## src/rtl/srm_pkg.sv

```systemverilog
package srm_pkg;
  typedef enum logic [1:0] {
    ST_IDLE  = 2'd0,
    ST_SETUP = 2'd1,
    ST_FRAME = 2'd2,
    ST_GAP   = 2'd3
  } srm_state_e;

  localparam int ADDR_W  = 6;
  localparam int DATA_W  = 24;
  localparam int EDGE_W  = 6;
  localparam int LAST_ADDR_EDGE = 1 + ADDR_W;      // edge 7: address done
  localparam int FIRST_DATA_EDGE = LAST_ADDR_EDGE + 1;
  localparam int LAST_DATA_EDGE = FIRST_DATA_EDGE + DATA_W - 1;
  localparam int FRAME_EDGES = LAST_DATA_EDGE + 1; // 32
endpackage

```

## src/rtl/srm_halfclk.sv

```systemverilog
module srm_halfclk #(
  parameter int HALF_DIV = 2
) (
  input  logic clk,
  input  logic rst_n,
  input  logic run_i,
  output logic tick_o
);
  localparam int HC_W = $clog2(HALF_DIV + 1);

  logic [HC_W-1:0] hcnt_q, hcnt_d;
  logic            wrap;

  assign wrap   = (hcnt_q == HC_W'(HALF_DIV - 1));
  assign tick_o = run_i && wrap;

  always_comb begin
    hcnt_d = hcnt_q;
    if (!run_i)    hcnt_d = '0;
    else if (wrap) hcnt_d = '0;
    else           hcnt_d = hcnt_q + 1'b1;
  end

  always_ff @(posedge clk or negedge rst_n) begin
    if (!rst_n) hcnt_q <= '0;
    else        hcnt_q <= hcnt_d;
  end

  generate
    if (HALF_DIV > 1) begin : g_spaced

      tick_spacing_chk: assert property (@(posedge clk) disable iff (!rst_n)
        tick_o |=> !tick_o);
    end
  endgenerate
endmodule

```

## src/rtl/srm_shifter.sv

```systemverilog
module srm_shifter
  import srm_pkg::*;
(
  input  logic              clk,
  input  logic              rst_n,
  input  logic              load_i,
  input  logic [ADDR_W-1:0] addr_i,
  input  logic              tx_shift_i,
  input  logic              rx_cap_i,
  input  logic              sdi_i,
  output logic              tx_bit_o,
  output logic [DATA_W-1:0] rx_o
);
  logic [ADDR_W-1:0] tx_q, tx_d;
  logic [DATA_W-1:0] rx_q, rx_d;

  always_comb begin
    tx_d = tx_q;
    if (load_i)          tx_d = addr_i;
    else if (tx_shift_i) tx_d = {tx_q[ADDR_W-2:0], 1'b0};
    rx_d = rx_q;
    if (rx_cap_i)        rx_d = {rx_q[DATA_W-2:0], sdi_i};
  end

  always_ff @(posedge clk or negedge rst_n) begin
    if (!rst_n) begin
      tx_q <= '0;
      rx_q <= '0;
    end else begin
      tx_q <= tx_d;
      rx_q <= rx_d;
    end
  end

  assign tx_bit_o = tx_q[ADDR_W-1];
  assign rx_o     = rx_q;


  tx_excl_chk: assert property (@(posedge clk) disable iff (!rst_n)
    !(load_i && tx_shift_i));
endmodule

```

## src/rtl/srm_lock.sv

```systemverilog
module srm_lock (
  input  logic clk,
  input  logic rst_n,
  input  logic sen_i,
  input  logic sdi_i,
  output logic lock_o
);
  logic lock_q;

  always_ff @(posedge clk or negedge rst_n) begin
    if (!rst_n)      lock_q <= 1'b0;
    else if (!sen_i) lock_q <= sdi_i;
  end

  assign lock_o = lock_q;


  lock_hold_chk: assert property (@(posedge clk) disable iff (!rst_n)
    $past(sen_i) |-> $stable(lock_o));
endmodule

```

## src/rtl/serial_rd_master.sv

```systemverilog
module serial_rd_master
  import srm_pkg::*;
#(
  parameter int CLK_NS   = 10,
  parameter int HALF_DIV = 2,
  parameter int SETUP_NS = 8,
  parameter int LOW_NS   = 20
) (
  input  logic        clk,
  input  logic        rst_n,
  input  logic        start_i,
  input  logic [5:0]  addr_i,
  input  logic        sdi_i,
  output logic        busy_o,
  output logic        done_o,
  output logic [23:0] rdata_o,
  output logic        lock_o,
  output logic        sen_o,
  output logic        sclk_o,
  output logic        sdo_o
);
  localparam int SETUP_RAW = (SETUP_NS + CLK_NS - 1) / CLK_NS;
  localparam int LOW_RAW   = (LOW_NS + CLK_NS - 1) / CLK_NS;
  localparam int SETUP_CYC = (SETUP_RAW < 1) ? 1 : SETUP_RAW;
  localparam int LOW_CYC   = (LOW_RAW < 1) ? 1 : LOW_RAW;
  localparam int WMAX      = (SETUP_CYC > LOW_CYC) ? SETUP_CYC : LOW_CYC;
  localparam int WCNT_W    = $clog2(WMAX + 1);

  srm_state_e         state_q, state_d;
  logic [WCNT_W-1:0]  wcnt_q, wcnt_d;
  logic [EDGE_W-1:0]  edge_q, edge_d;
  logic               sclk_q, sclk_d, sen_q, sen_d, sdo_q, sdo_d, done_q, done_d;
  logic [DATA_W-1:0]  rdata_q, rdata_d, rx_word;
  logic               tick, rise, fall, load, tx_shift, rx_cap, tx_bit;

  srm_halfclk #(.HALF_DIV(HALF_DIV)) u_halfclk (
    .clk(clk), .rst_n(rst_n), .run_i(state_q == ST_FRAME), .tick_o(tick));

  srm_shifter u_shifter (
    .clk(clk), .rst_n(rst_n), .load_i(load), .addr_i(addr_i),
    .tx_shift_i(tx_shift), .rx_cap_i(rx_cap), .sdi_i(sdi_i),
    .tx_bit_o(tx_bit), .rx_o(rx_word));

  srm_lock u_lock (
    .clk(clk), .rst_n(rst_n), .sen_i(sen_q), .sdi_i(sdi_i), .lock_o(lock_o));

  assign rise = tick && !sclk_q;
  assign fall = tick && sclk_q;

  always_comb begin
    state_d  = state_q;
    wcnt_d   = wcnt_q;
    edge_d   = edge_q;
    sclk_d   = sclk_q;
    sen_d    = sen_q;
    sdo_d    = sdo_q;
    rdata_d  = rdata_q;
    done_d   = 1'b0;
    load     = 1'b0;
    tx_shift = 1'b0;
    rx_cap   = 1'b0;
    unique case (state_q)
      ST_IDLE: if (start_i) begin
        state_d = ST_SETUP;
        sen_d   = 1'b1;
        sdo_d   = 1'b1;
        wcnt_d  = '0;
        load    = 1'b1;
      end
      ST_SETUP: begin
        if (wcnt_q == WCNT_W'(SETUP_CYC - 1)) begin
          state_d = ST_FRAME;
          sclk_d  = 1'b1;
          edge_d  = EDGE_W'(1);
        end else begin
          wcnt_d = wcnt_q + 1'b1;
        end
      end
      ST_FRAME: begin
        if (rise) begin
          sclk_d = 1'b1;
          edge_d = edge_q + 1'b1;
        end else if (fall) begin
          sclk_d = 1'b0;
          if (edge_q < EDGE_W'(LAST_ADDR_EDGE)) begin
            sdo_d    = tx_bit;
            tx_shift = 1'b1;
          end else if (edge_q == EDGE_W'(LAST_ADDR_EDGE)) begin
            sdo_d = 1'b0;
          end
          if (edge_q >= EDGE_W'(FIRST_DATA_EDGE) && edge_q <= EDGE_W'(LAST_DATA_EDGE))
            rx_cap = 1'b1;
          if (edge_q == EDGE_W'(FRAME_EDGES)) begin
            state_d = ST_GAP;
            sen_d   = 1'b0;
            sdo_d   = 1'b0;
            done_d  = 1'b1;
            rdata_d = rx_word;
            wcnt_d  = '0;
          end
        end
      end
      ST_GAP: begin
        if (wcnt_q == WCNT_W'(LOW_CYC - 1)) state_d = ST_IDLE;
        else                                wcnt_d  = wcnt_q + 1'b1;
      end
      default: state_d = ST_IDLE;
    endcase
  end

  always_ff @(posedge clk or negedge rst_n) begin
    if (!rst_n) begin
      state_q <= ST_IDLE;
      wcnt_q  <= '0;
      edge_q  <= '0;
      sclk_q  <= 1'b0;
      sen_q   <= 1'b0;
      sdo_q   <= 1'b0;
      done_q  <= 1'b0;
      rdata_q <= '0;
    end else begin
      state_q <= state_d;
      wcnt_q  <= wcnt_d;
      edge_q  <= edge_d;
      sclk_q  <= sclk_d;
      sen_q   <= sen_d;
      sdo_q   <= sdo_d;
      done_q  <= done_d;
      rdata_q <= rdata_d;
    end
  end

  assign busy_o  = (state_q != ST_IDLE);
  assign done_o  = done_q;
  assign rdata_o = rdata_q;
  assign sen_o   = sen_q;
  assign sclk_o  = sclk_q;
  assign sdo_o   = sdo_q;


  sclk_idle_chk: assert property (@(posedge clk) disable iff (!rst_n)
    !sen_o |-> !sclk_o);

  done_pulse_chk: assert property (@(posedge clk) disable iff (!rst_n)
    done_o |=> !done_o);

  done_end_chk: assert property (@(posedge clk) disable iff (!rst_n)
    done_o |-> $fell(sen_o));

  start_gate_chk: assert property (@(posedge clk) disable iff (!rst_n)
    $rose(sen_o) |-> $past(start_i && !busy_o));

  sdo_idle_chk: assert property (@(posedge clk) disable iff (!rst_n)
    !busy_o |-> !sdo_o);

  gap_busy_chk: assert property (@(posedge clk) disable iff (!rst_n)
    $fell(sen_o) |-> busy_o);
endmodule

```

## config.mk

```make
export PLATFORM = sky130hd
export DESIGN_NAME = serial_rd_master
export DESIGN_NICKNAME = d
export VERILOG_FILES = /design/src/rtl/srm_pkg.sv /design/src/rtl/srm_halfclk.sv /design/src/rtl/srm_shifter.sv /design/src/rtl/srm_lock.sv /design/src/rtl/serial_rd_master.sv
export SDC_FILE = /design/constraint.sdc
export NUM_CORES = 1
export LEC_CHECK = 0
export CAP_MARGIN = 20
export CELL_PAD_IN_SITES_DETAIL_PLACEMENT = 0
export CELL_PAD_IN_SITES_GLOBAL_PLACEMENT = 1
export CORE_UTILIZATION = 51
export DETAILED_ROUTE_END_ITERATION = 7
export DONT_BUFFER_PORTS = 1
export PLACE_DENSITY_LB_ADDON = 0.1
export SYNTH_ARGS = -nofsm -noshare
export SYNTH_HDL_FRONTEND = slang
export SYNTH_HIERARCHICAL = 1
export SYNTH_SLANG_ARGS = --single-unit
```

## constraint.sdc

```tcl
create_clock -name clk -period 2.7 [get_ports clk]
set_input_delay 0.135 -clock clk [delete_from_list [all_inputs] [get_ports clk]]
set_output_delay 0.135 -clock clk [all_outputs]
set_load 0.01 [all_outputs]
```

# [Word-level counts from Yosys, hierarchy flattened]
# Index checks and enable logic that the tools add are counted.
# Widths: inputs -> output; s select.
[word_totals] register_bits=71 out_inout_bits=30 word_cells=105
[op_classes] addsub=3 magnitude_cmp=3 n_eq_ne=18 mux=50 bitwise=1 reduce_logical=18
[op_table] op="$mux 2" n=14
[op_table] op="$mux 1" n=26
[op_table] op="$mux 6" n=4
[op_table] op="$ne 2x2->1 const B" n=9
[op_table] op="$pmux 2 s4" n=2
[op_table] op="$pmux 6 s2" n=1
[op_table] op="$reduce_and 6->1" n=2
[op_table] op="$reduce_and 5->1" n=2
[op_table] op="$reduce_bool 2->1" n=4
[op_table] op="$add 6x1->6 const B" n=1
[op_table] op="$eq 2x1->1 const B" n=3
[op_table] op="$eq 6x3->1 const B" n=1
[op_table] op="$eq 6x6->1 const B" n=1
[op_table] op="$ge 6x4->1 const B" n=1
[op_table] op="$le 6x5->1 const B" n=1
[op_table] op="$lt 6x3->1 const B" n=1
[op_table] op="$pmux 1 s2" n=3
[op_table] op="$reduce_and 3->1" n=2
[op_table] op="$add 2x1->2 const B" n=2
[op_table] op="$eq 2x2->1 const B" n=2
[op_table] op="$logic_and 1x1->1" n=4
[op_table] op="$logic_not 2->1" n=2
[op_table] op="$ne 4x4->1 const B" n=1
[op_table] op="$reduce_and 4->1" n=1
[op_table] op="other kinds (3)" n=3

# [Logic depth before layout (Yosys ltp)]
[depth] depth_word=8 mapped_depth=8

# [By module]
# Netlist, hierarchy kept.
[modules_own_cells] mod="serial_rd_master" instances=1 cells_per_inst=156 area_per_inst_um2=1821.7 seq_area_each_um2=950.9
[modules_own_cells] mod="srm_shifter" instances=1 cells_per_inst=77 area_per_inst_um2=1265.0 seq_area_each_um2=750.7
[modules_own_cells] mod="srm_halfclk" instances=1 cells_per_inst=5 area_per_inst_um2=78.8 seq_area_each_um2=50.0
[modules_own_cells] mod="srm_lock" instances=1 cells_per_inst=2 area_per_inst_um2=40.0 seq_area_each_um2=25.0

# [Least setup slack after synthesis]
# OpenSTA, ideal clock, no wires.
[synth_path] kind="register to register" from="register state_q[0]" to="register state_q[1]" arrival_time_ns=1.843 required_ns=2.575 setup_slack_ns=0.733 stages_incl_launch_ff=8 n_path_buf=0 period_less_slack_ns=1.967 path_cell_list="dfrtp_1 inv_1 ha_1 and3b_2 nand2_1 o41ai_1 nor2b_1 mux2_2"
[synth_between] elab_chain_cells=5
[synth_lines] element="start, declared" line="serial_rd_master.sv:29" rtl="srm_state_e state_q, state_d;"
[synth_lines] element="start signal, assigned" line="serial_rd_master.sv:122" rtl="state_q <= state_d;"
[synth_lines] element="$eq 2x2->1 (*)" line="serial_rd_master.sv:37" rtl=".clk(clk), .rst_n(rst_n), .run_i(state_q == ST_FRAME), .tick_o(tick));"
[synth_lines] element="$logic_and 1x1->1 (*)" line="srm_halfclk.sv:15" rtl="assign tick_o = run_i && wrap;"
[synth_lines] element="via tick" line="serial_rd_master.sv:34" rtl="logic tick, rise, fall, load, tx_shift, rx_cap, tx_bit;"
[synth_lines] element="$logic_and 1x1->1, on equally long branches" line="serial_rd_master.sv:48, serial_rd_master.sv:47"
[synth_lines] element="$ne 2x2->1 (no line)"
[synth_lines] element="$reduce_and 6->1 (no line) (*)"
# Mark *: on every way through the listed nets, which the timed path passes. The rest lies on a longest branch.
# A chain may end at the register's enable or synchronous reset.

# [Final worst setup path]
# Ends and elaborated chain as after synthesis.

==> out/qor.yml <==
synthesis:
  synth.area.top_cells: "dfrtp_1 (55%), mux2_2 (10%), mux2_4 (9.8%)"
  synth_top_cell_area_share_pct: 55.4
  synth_cells: 240
  synth_area_leader_cell: "dfrtp_1"
  ys_types: 36
  synth-edff-count: 0
  syn_area_per_cell_um2: 13.4
  syn_area_mm2: 0.00321
  ys_ff_latch: 71
  yosysWarnings: 6
  syn_nets: 259
  ys.flop_type: "dfrtp_1"
  yosysSeqAreaShare_pct: 55.4
  synthArstFlopShare_pct: 100
pwr:
  leakage_nw: 1.71
  peakVddDrop_v: 0.000527
  power.total_w: 0.00288
  pwr_density_cell_mw_per_mm2: 799
placed_design:
  port_buffers: 0
  dp_hpwl_mm: 3.36
  place_congestion: 0.776
grt:
  grt_pass1_wl_mm: 8.77
  grt_max_degree: 72
  first_global_vias: 1841
  grt_overflow_total: 0
  grt_util_all_layers_pct: 17.9
  antenna_found_initial: 0
die:
  io_pins: 40
  fp.dieW_um: 81.3
  initial_core_util_pct: 53.5
  die_y_um: 81.3
  num_rows: 28
  coreArea_mm2: 0.00599
  die_area_mm2: 0.00661
layout:
  syn2layout_area_growth_pct: 12.3
  drive_gt1_share_pct: 29.5
  nNetsFinal: 275
  diodes: 0
cts:
  ctsResizeCount: 0
  root_buffer: "clkbuf_8"
  cts_tree: "yes"
  post_cts_buffers: 0
  htree_levels: 3
  clk_latency_ns: 0.34
  cts_hold_buffers: 10
  cts_buffers: 9
  clkSlewWorstSetupHoldPaths_ns: 0.07
  cts_max_path_buffers: 2
  clkSinkCount: 71
critical_path:
  required_ns: 2.92
  reg2reg_slack_ns: 0.44
  slowest_delay_ns: 0.49
  critical_path_class: "reg -> reg"
  worst-path-max-fanout: 6
  worstPathArrival_ns: 2.49
  crit_path_start_kind: "flop"
  r2r_cells: 7
  crit_slowest_cell: "o41ai_1"
  crit_path_cell_trace: "inv_1, ha_1, and3b_2, nand2_1, o41ai_1, nor2b_1, mux2_2"
  crit_path_end_kind: "flop"
sta:
  fin_skew_ns: 0.00776
  setup_viol: 0
  finalMaxSlewViolations: 0
  tightest_slew_ns: 0.484
  period_needed_ns: 2.26
  max_freq_mhz: 442
  rsz0062_at_grt: "false"
  slew_headroom_pct: 67.3
  setup_tns_ns: 0
  timing.final.crit_share_pct: 83.8
  hold_violations: 0
route:
  first_pass_iters: 4
  wire_per_inst_um: 15.4
  drc: 0
  drtIter0Drc: 25
  route.vias.total: 1836
  ant_nets: 0
  wirelength_mm: 5.17
  vias_per_cell: 5.46
status:
  status: "finished clean"
min_path:
  hold_path_depth: 2
  hold_path.class: "in -> reg"
run:
  maxCapViolations: 0
==> power breakdown <==
| group | total, W | switching (W) | internal (W) | leakage [nW] |
|---|---|---|---|---|
| combinational | 0.000636 | 0.000354 | 0.000282 | 0.636 |
| sequential | 0.00128 | 0.000104 | 0.00117 | 0.954 |
| clock | 0.000962 | 0.000391 | 0.000571 | 0.120 |
==> critical path, delay by kind of cell, from the launching register on <==
kind	cells	cell delay [ns]
muxes	1	0.35
AOI/OAI and AO/OA	1	0.49
and+or+nand+nor	3	0.59
buffers and inverters	1	0.13
DFF	1	0.43
adders and majority gates	1	0.17
==> placed cells by master, fill, tap and decap left out, drive strengths merged <==
cell type     n
a22o          1
and2b         1
a21oi         5
nor2b         6
o221ai        1
nand4         1
o21ai        17
mux2i         8
mux2         50
or3           3
dfrtp        71
a211o         3
buf           5
inv          13
bufinv        2
o211a         1
and3b         2
nor2          7
nor3          3
ha            9
a22oi         1
nand3b        1
nand2b        3
o32a          1
o41ai         1
a31oi         1
nand2        12
clkinv        2
clkbuf       11
and3          1
dlygate4sd3   9
a221oi        2
nand3         6
nor3b         1
==> per-stage QoR <==
step | std cells | cell area, um2 | util, % | setup WS, ns | hold slack [ns]
floorplan | 240 | 3210 | - | 0.733 | -0.161
global placement | 310 | 3250 | 54.3 | 0.484 | -0.159
detailed placement | 310 | 3250 | 54.3 | 0.449 | -0.159
CTS | 336 | 3600 | 60.1 | 0.423 | 0.210
global route | 336 | 3600 | 60.1 | 0.256 | 0.234
finish | 336 | 3600 | 60.1 | 0.437 | 0.216
==> flip-flops by register name, summed over array words and instances, names as in the netlist, 2 cells and up <==
| signal | cells |
|---|---|
| state_q | 2 |
| edge_q | 6 |
| u_shifter/rx_o | 24 |
| rdata_o | 24 |
| u_shifter/tx_q | 6 |
| wcnt_q | 2 |
| u_halfclk/hcnt_q | 2 |
==> routing by layer <==
metal / routed length [um] / share of wire (%) / GRT usage [%]
met4: 72 / 1.4 / 5.89
met2: 2430 / 47 / 27.4
met5: 0 / 0 / 0
met1: 2480 / 48 / 23.4
met3: 192 / 3.7 / 6.29
==> area by class of cell <==
cell class	count	area [um2]
inverter	12	45.0
clock buffer	11	151
sequential	71	1780
timing repair buffer	14	148
clock inverter	5	78.8
fill	460	2390
tap	75	93.8
multi-input combinational	148	1310
==> cell usage after synthesis, types with 3 or more instances <==
master    number
a211o_1        3
a21oi_1        5
dfrtp_1       71
ha_1           9
inv_1         12
mux2_2        29
mux2_4        21
mux2i_1        8
nand2_1       12
nand2b_1       3
nand3_1        6
nor2_1         6
nor2b_1        6
nor3_1         3
o21ai_0       17
or3_1          3
==> logic make-up after synthesis <==
logic type	synth area share (%)
compound gates	6.71
fa+ha+maj	3.51
buf+inv	4.02
flops	55.4
mux	22.5
simple gates	7.81
==> final timing paths <==
check                                                from                        endpoint
min in group asynchronous                           rst_n         rdata_o[10]$_DFFE_PN0P_
max                                state_q[0]$_DFFE_PN0P_          state_q[1]$_DFFE_PN0P_
min                                               start_i          state_q[0]$_DFFE_PN0P_
max in group asynchronous                           rst_n   u_shifter/tx_q[5]$_DFFE_PN0P_
min reg2reg                u_shifter/rx_o[23]$_DFFE_PN0P_  u_shifter/rx_o[23]$_DFFE_PN0P_
max reg2reg                        state_q[0]$_DFFE_PN0P_          state_q[1]$_DFFE_PN0P_
(Power assumes the default switching activity.)
